`config.mk`:
```
export PLATFORM = sky130hd
export DESIGN_NAME = spi_byte_master
export DESIGN_NICKNAME = d
export VERILOG_FILES = /design/src/rtl/spi_byte_master.sv
export SDC_FILE = /design/constraint.sdc
export NUM_CORES = 2
export LEC_CHECK = 0
export ABC_AREA = 1
export ABC_CLOCK_PERIOD_IN_PS = 4320
export BUFFER_PORTS_ARGS = -buffer_cell sky130_fd_sc_hd__buf_2
export CAP_MARGIN = 20
export CORE_MARGIN = 2
export CORE_UTILIZATION = 25
export CTS_CLUSTER_SIZE = 8
export DETAILED_ROUTE_END_ITERATION = 8
export PLACE_DENSITY_LB_ADDON = 0.15
export SLEW_MARGIN = 5
export SYNTH_ARGS = -nofsm -noshare
export SYNTH_HDL_FRONTEND = slang
export SYNTH_SLANG_ARGS = --single-unit
export TNS_END_PERCENT = 20
```
`constraint.sdc`:
```
create_clock -name clk -period 4.32 [get_ports clk]
set_input_delay 0.216 -clock clk [delete_from_list [all_inputs] [get_ports clk]]
set_output_delay 0.216 -clock clk [all_outputs]
set_load 0.02 [all_outputs]
```
`src/rtl/spi_byte_master.sv`:
```
module spi_byte_master #(
  parameter int DEPTH = 128
) (
  input  logic        clk,
  input  logic        rst_n,
  input  logic        ctrl_en,
  input  logic        cfg_wr,
  input  logic [15:0] cfg_wdata,
  output logic [15:0] cfg_rdata,
  input  logic        tx_wr,
  input  logic [7:0]  tx_wdata,
  output logic        tx_full,
  input  logic        rx_rd,
  output logic [7:0]  rx_rdata,
  output logic        rx_empty,
  output logic        busy,
  output logic        sclk,
  output logic        mosi,
  input  logic        miso,
  output logic [3:0]  ss_n
);
  localparam int AW = (DEPTH > 1) ? $clog2(DEPTH) : 1;
  localparam logic [AW:0] FULL = (AW+1)'(DEPTH);
  localparam logic [15:0] CFG_RST = 16'h7C09;

  logic [15:0] cfg_q;
  logic [7:0]  tx_mem [DEPTH];
  logic [7:0]  rx_mem [DEPTH];
  logic [AW-1:0] tx_wp, tx_rp, rx_wp, rx_rp;
  logic [AW:0]   tx_cnt, rx_cnt;
  logic          active, sclk_q, mosi_q, l_cpol, l_cpha;
  logic [2:0]    l_div;
  logic [6:0]    cnt;
  logic [3:0]    e;
  logic [7:0]    sh, rsh;

  wire        tx_ok    = tx_wr && (tx_cnt != FULL);
  wire        rx_pop   = rx_rd && (rx_cnt != '0);
  wire        start    = !active && cfg_q[0] && ctrl_en && (tx_cnt != '0) && (rx_cnt != FULL);
  wire [2:0]  div_code = (cfg_q[5:3] == 3'd0) ? 3'd1 : cfg_q[5:3];
  wire [6:0]  half_m1  = 7'h7F >> (3'd7 - l_div);
  wire        tick     = active && (cnt == half_m1);
  wire        lead     = !e[0];
  wire        smp      = tick && (lead ^ l_cpha);
  wire        shift_ev = tick && (lead == l_cpha);
  wire        done     = tick && (e == 4'd15);
  wire [7:0]  rsh_nx   = {rsh[6:0], miso};
  wire [7:0]  rx_byte  = smp ? rsh_nx : rsh;

  assign cfg_rdata = cfg_q;
  assign tx_full   = (tx_cnt == FULL);
  assign rx_empty  = (rx_cnt == '0);
  assign rx_rdata  = rx_mem[rx_rp];
  assign busy      = active;
  assign mosi      = mosi_q;
  assign sclk      = active ? sclk_q : cfg_q[1];
  assign ss_n      = (cfg_q[14] || active) ? cfg_q[13:10] : 4'hF;

  always_ff @(posedge clk) begin
    if (tx_ok) tx_mem[tx_wp] <= tx_wdata;
    if (done)  rx_mem[rx_wp] <= rx_byte;
  end

  always_ff @(posedge clk or negedge rst_n) begin
    if (!rst_n) begin
      cfg_q  <= CFG_RST;
      tx_wp  <= '0; tx_rp <= '0; tx_cnt <= '0;
      rx_wp  <= '0; rx_rp <= '0; rx_cnt <= '0;
      active <= 1'b0; sclk_q <= 1'b0; mosi_q <= 1'b0;
      l_cpol <= 1'b0; l_cpha <= 1'b0; l_div <= 3'd1;
      cnt    <= '0; e <= '0; sh <= '0; rsh <= '0;
    end else begin
      if (cfg_wr) cfg_q <= cfg_wdata;
      if (tx_ok)  tx_wp <= tx_wp + 1'b1;
      if (start)  tx_rp <= tx_rp + 1'b1;
      tx_cnt <= tx_cnt + (AW+1)'(tx_ok) - (AW+1)'(start);
      if (done)   rx_wp <= rx_wp + 1'b1;
      if (rx_pop) rx_rp <= rx_rp + 1'b1;
      rx_cnt <= rx_cnt + (AW+1)'(done) - (AW+1)'(rx_pop);

      if (start) begin
        active <= 1'b1;
        sh     <= tx_mem[tx_rp];
        e      <= '0;
        cnt    <= '0;
        l_cpol <= cfg_q[1];
        l_cpha <= cfg_q[2];
        l_div  <= div_code;
        sclk_q <= cfg_q[1];
        if (!cfg_q[2]) mosi_q <= tx_mem[tx_rp][7];
      end else if (active) begin
        if (tick) begin
          cnt    <= '0;
          sclk_q <= ~sclk_q;
          e      <= e + 1'b1;
          if (smp) rsh <= rsh_nx;
          if (shift_ev) begin
            mosi_q <= l_cpha ? sh[7] : sh[6];
            sh     <= {sh[6:0], 1'b0};
          end
          if (done) active <= 1'b0;
        end else begin
          cnt <= cnt + 1'b1;
        end
      end
    end
  end

  AST_IDLE_LEVEL:   assert property (@(posedge clk) disable iff (!rst_n) $fell(active) |-> sclk_q == l_cpol);
  AST_NO_RX_OVERRUN: assert property (@(posedge clk) disable iff (!rst_n) done |-> rx_cnt != FULL);
  AST_TX_BOUND:     assert property (@(posedge clk) disable iff (!rst_n) tx_cnt <= FULL);
  AST_MODE_HELD:    assert property (@(posedge clk) disable iff (!rst_n) (active && $past(active)) |-> ($stable(l_cpha) && $stable(l_cpol) && $stable(l_div)));
  AST_TICK_RANGE:   assert property (@(posedge clk) disable iff (!rst_n) active |-> cnt <= half_m1);
  AST_START_GATE:   assert property (@(posedge clk) disable iff (!rst_n) $rose(active) |-> $past(cfg_q[0] && ctrl_en));
endmodule

```
### Word level (Yosys, flattened, before mapping)

Memories as Yosys holds them, arrays and structs flattened.
Index checks and enable logic that the tools add are counted.

| cells by class | value |
|---|---|
| add/sub/neg operators | 11 |
| equality and inequality tests | 7 |
| shift operators | 1 |
| multiplexer cells | 31 |
| bitwise logic cells | 3 |
| reductions and logical operators | 24 |

Operators with widths:

| kind | count |
|---|---|
| 8-bit two-way mux | 5 |
| 7-bit by 1-bit adder with 7-bit output, second input constant | 5 |
| 7-bit two-way mux | 3 |
| 1-bit two-way mux | 18 |
| 8-bit by 1-bit adder with 8-bit output | 2 |
| 4-bit two-way mux | 4 |
| 8-bit inequality test, second input constant | 2 |
| 8-bit nonzero test | 2 |
| 8-bit by 1-bit subtractor with 8-bit output | 2 |
| 1-bit logical AND | 10 |
| 8-bit equality test, second input constant | 1 |
| 8-bit zero test | 1 |
| 7-bit equality test | 1 |
| 7-bit by 3-bit right shift with 7-bit output, first input constant | 1 |
| 3-bit AND reduction | 2 |
| 2-bit nonzero test | 3 |
| 4-bit by 1-bit adder with 4-bit output, second input constant | 1 |
| 4-bit equality test, second input constant | 1 |
| 4-bit AND reduction | 1 |
| 3-bit zero test | 1 |
| 3-bit two-way mux | 1 |
| 3-bit subtractor, first input constant | 1 |
| 1-bit zero test | 2 |
| 2-bit inequality test, second input constant | 1 |
| 5 further kinds | 6 |

| word-level totals | value |
|---|---|
| register bits after elaboration | 94 |
| RAM bits | 2,048 |
| input bits | 31 |
| memories kept | 2 |

Memory list:

| memory | depth | width | rd ports | clocked after Yosys merged registers in | write ports | RTL line | source |
|---|---|---|---|---|---|---|---|
| rx_mem | 128 | 8 | 1 | 0 | 1 | 28 | `logic [7:0] rx_mem [DEPTH];` |
| tx_mem | 128 | 8 | 1 | 0 | 1 | 27 | `logic [7:0] tx_mem [DEPTH];` |

### Logic depth before layout (Yosys ltp)

| depth | value |
|---|---|
| word-level depth | 9 |
| mapped depth | 22 |

### Worst setup path before layout

OpenSTA, ideal clock, no wires.

| path | value |
|---|---|
| path type | register -> register |
| start | register active (netlist: busy) |
| end | register tx_cnt[6] |
| library setup time | 0.079 ns |
| arrival time | 3.166 ns |
| data required time | 4.241 ns |
| setup slack | 1.075 ns |
| stages on the path, launching flop included | 17 |
| path buffers | 3 |
| path through | dfrtp_1 clkbuf_2 inv_1 and3_1 nand3_1 clkbuf_1 inv_1 clkbuf_1 ha_1 inv_1 ha_1 inv_1 fa_1 o21ai_0 a21oi_1 o21ai_0 xor2_1 |

| between the ends | value |
|---|---|
| word-level cells in the longest chain between the ends | 6 |

RTL lines:

| what | RTL line | source |
|---|---|---|
| from (decl) | 31 | `logic active, sclk_q, mosi_q, l_cpol, l_cpha;` |
| from (signal assigned) | 69 | `active <= 1'b0; sclk_q <= 1'b0; mosi_q <= 1'b0;` |
| from (signal assigned) | 82 | `active <= 1'b1;` |
| from (signal assigned) | 101 | `if (done) active <= 1'b0;` |
| 1-bit zero test | 39 | `wire start = !active && cfg_q[0] && ctrl_en && (tx_cnt != '0) && (rx_cnt != FULL);` |
| 1-bit logical AND (4 in series) | 39 |  |
| 8-bit by 1-bit subtractor with 8-bit output | 76 | `tx_cnt <= tx_cnt + (AW+1)'(tx_ok) - (AW+1)'(start);` |
| to (signal assigned) | 76 |  |
| to (decl) | 30 | `logic [AW:0] tx_cnt, rx_cnt;` |

Every way passes these cells.
A chain may end at the register's enable or synchronous reset.

### Worst setup path after layout

| path | value |
|---|---|
| start | register rx_rp[1] |
| end | output port rx_rdata[2] |

| between the ends | value |
|---|---|
| word-level cells in the longest chain between the ends | 1 |

RTL lines:

| what | RTL line | source |
|---|---|---|
| from (decl) | 29 | `logic [AW-1:0] tx_wp, tx_rp, rx_wp, rx_rp;` |
| from (signal assigned) | 78 | `if (rx_pop) rx_rp <= rx_rp + 1'b1;` |
| memory 128 x 8 bit | -- |  |
| to (decl) | 14 | `output logic [7:0] rx_rdata,` |

Every way passes these cells.

==> flow_summary.toml <==
[outcome]
outcome = "completed"

[floorplan]
die_area_um2 = 351400
ioPinCount = 64
start_util = 0.2507
die_w_um = 592.8
coreArea_um2 = 345700
die_y_um = 592.8
rows = 216

[sta]
hold_viol = 0
period_minus_slack_ps = 4190
max_freq_mhz = 238.6
slew_headroom = 0.2667
tightest_slew_ps = 1100
setup_ws_ps = 129.6
setup_violations = 0
rsz0062_at_grt = "no"
setup_tns_ps = 0
fin_crit_sh = 0.9700
fin_skew_ps = 41.25
slew_viol_final = 0
hold_ws_ps = 178.7

[synth]
synth-edff-count = 2048
syn-num-nets = 7116
async_flop_share = 0.04388
yosysWarnings = 0
synthTopCellsByCount = "edfxtp_1 (2048), nor2_1 (1547), o21ai_0 (1024)"
syn_inst = 7053
avgSynthCellArea_um2 = 12.29
synthTopCellsByArea = "edfxtp_1 (71%), nor2_1 (6.7%), o21ai_0 (5.9%), nand2_1 (3.0%), dfrtp_1 (2.5%)"
ys_seq_area_frac = 0.7369
synth.largest_area_cell = "edfxtp_1"
ys.flop_type = "edfxtp_1"
ys_ff_latch = 2142
synth_cell_types = 47
synth.cell_area_um2 = 86670
yosysTopAreaCellShare = 0.7096
post-synth-top-count-cell = "edfxtp_1"

[clocking]
cts_root_buffer = "clkbuf_16"
cts-htree-levels = 5
clkLatencyLatePin_ps = 880
clock_sinks = 2142
cts_buffers = 307
clk_pin_slew_ps = 50
clockBufferDepth = 4
cts_tree = "yes"

[setup_path]
startpoint_type = "flip-flop"
rr_worst_depth = 8
critPathKind = "reg -> out"
path_max_fanout = 41
critical_path.endpoint = "rx_rdata[2]"
cp.required_ps = 4100
reg2reg_from = "busy$_DFF_PN0_"
crit_path_end_kind = "primary output"
worstPathArrival_ps = 3970
r2r_end = "rx_mem[67][6]$_DFFE_PP_"
rrSetupSlack_ps = 540
critPathLaunch = "rx_rp[1]$_DFFE_PN0P_"

[pwr]
p_leak_nw = 33.79
power_density_nw_per_um2 = 694.7
power_w = 0.07131
ir_drop_mv = 0.5037

[global_route]
grt_first_pass_wirelength_mm = 402.9
antenna_found_initial = 11
grt_max_degree = 149
grt_pass1_vias = 56540
track_usage = 0.1537
grt-ovfl-total = 0

[layout]
drive_gt1_frac = 0.1006
final_nets = 7357
syn_to_final_growth_pct = 18.44

[placement]
io_buffers = 63
preCtsSetupSlack_ps = 558.4
place.detailed.hpwl_mm = 161.2
gp_congestion = 0.7941

[routing]
avgRoutedWirePerCell_um = 23.01
vias = 56120
via_per_inst = 4.685
wl_mm = 275.7
drcViolationCount = 0
dr.pass1.iters = 6
drt_iter0_markers = 4511
ant_nets = 0

[min_path]
hold_path_depth = 6
hp-class = "in -> reg"

[flow_run]
maxCapViolCount = 0
## worst min-delay path by stage
stage	startpoint	end	slack [ps]
final	ctrl_en	e[3]$_DFFE_PN0P_	180
after global routing	ctrl_en	e[1]$_DFFE_PN0P_	200
after CTS	ctrl_en	e[3]$_DFFE_PN0P_	110
after detailed placement	rst_n	cnt[0]$_DFFE_PN0P_	340
after global placement	rst_n	cnt[1]$_DFFE_PN0P_	340
after floorplan	rst_n	busy$_DFF_PN0_	-80
## routing by layer
metal  global-route usage  part of all wire  up-vias
met5                    0          0.000058        -
met4              0.03365             0.019        2
met3              0.02244             0.046      360
met2               0.2434              0.46     1264
met1               0.2219              0.48    28640
li1                     -                 -    25850
## cells in the final DEF (no fill, tap or decap), types with 73 or more instances in the layout
cell type     n
inv_1       152
edfxtp_1   2048
nand2_1     683
nor2_1     1544
o211ai_1    218
buf_4       217
clkbuf_16   313
clkbuf_1     73
o21ai_0    1023
nand3_1     341
o22ai_1     192
a21oi_1      89
dfrtp_1      80
## metrics by stage
stage            util  area, um^2  instances
6_report       0.2970      102600      11980
5_1_grt        0.2969      102600      11980
4_1_cts        0.2968      102600      11970
3_5_place_dp   0.2709       93630      11510
3_3_place_gp   0.2708       93610      11510
2_1_floorplan       -       86670       7053
## layout make-up
cell class	instances	area, um^2
clock buffer	386	8107
antenna	9	22.52
tap	4578	5728
inverter	165	654.4
fill	34960	243000
timing repair buffer	381	3491
sequential	2142	63880
multi-input combinational	4297	20470
clock inverter	21	287.8
## registers in the layout, summed over array words and instances (netlist names)
signal / flops
e: 4
busy: 1
sh: 8
l_cpha: 1
tx_wp: 7
tx_mem: 1024
rx_cnt: 8
l_div: 3
mosi: 1
rsh: 8
rx_rp: 7
tx_rp: 7
sclk_q: 1
rx_mem: 1024
tx_cnt: 8
rx_wp: 7
cnt: 7
cfg_rdata: 16
## worst max-delay path, stage by stage (launching register included)
cell,delay (ps)
dfrtp_4,650
buf_12,280
buf_12,250
buf_4,280
o21ai_0,130
o22ai_1,160
nand2_1,70
nand4_1,80
o21ai_0,140
nand2_1,190
nand3_1,260
nand2_1,280
buf_2,250
## what timing repair did
action,4_1_cts,5_1_grt
endpoints found under the hold margin,530,0
endpoints found under the setup margin,4,7
resized for setup,2,8
hold buffers,53,0
setup buffers,0,1
## report_power, final
group          switching, W  leakage (nW)  internal [W]
combinational        0.0174          10.2       0.00615
clock               0.00889          4.07        0.0130
sequential         0.000697          19.6        0.0252
total                0.0269          33.8        0.0444
## kinds of logic (layout without fill, tap and decap cells)
group	count (synthesis)	after routing	synth area share
adders and majority gates	32	32	0.004793
DFF	2142	2142	0.7369
xor gates and xnor gates	42	42	0.004245
muxes	28	28	0.003609
and+or+nand+nor	2649	2649	0.1229
AOI/OAI and AO/OA	1546	1546	0.09908
other	0	9	0
buffers and inverters	614	953	0.02854
Note: power is estimated with default switching activity, not from simulation.
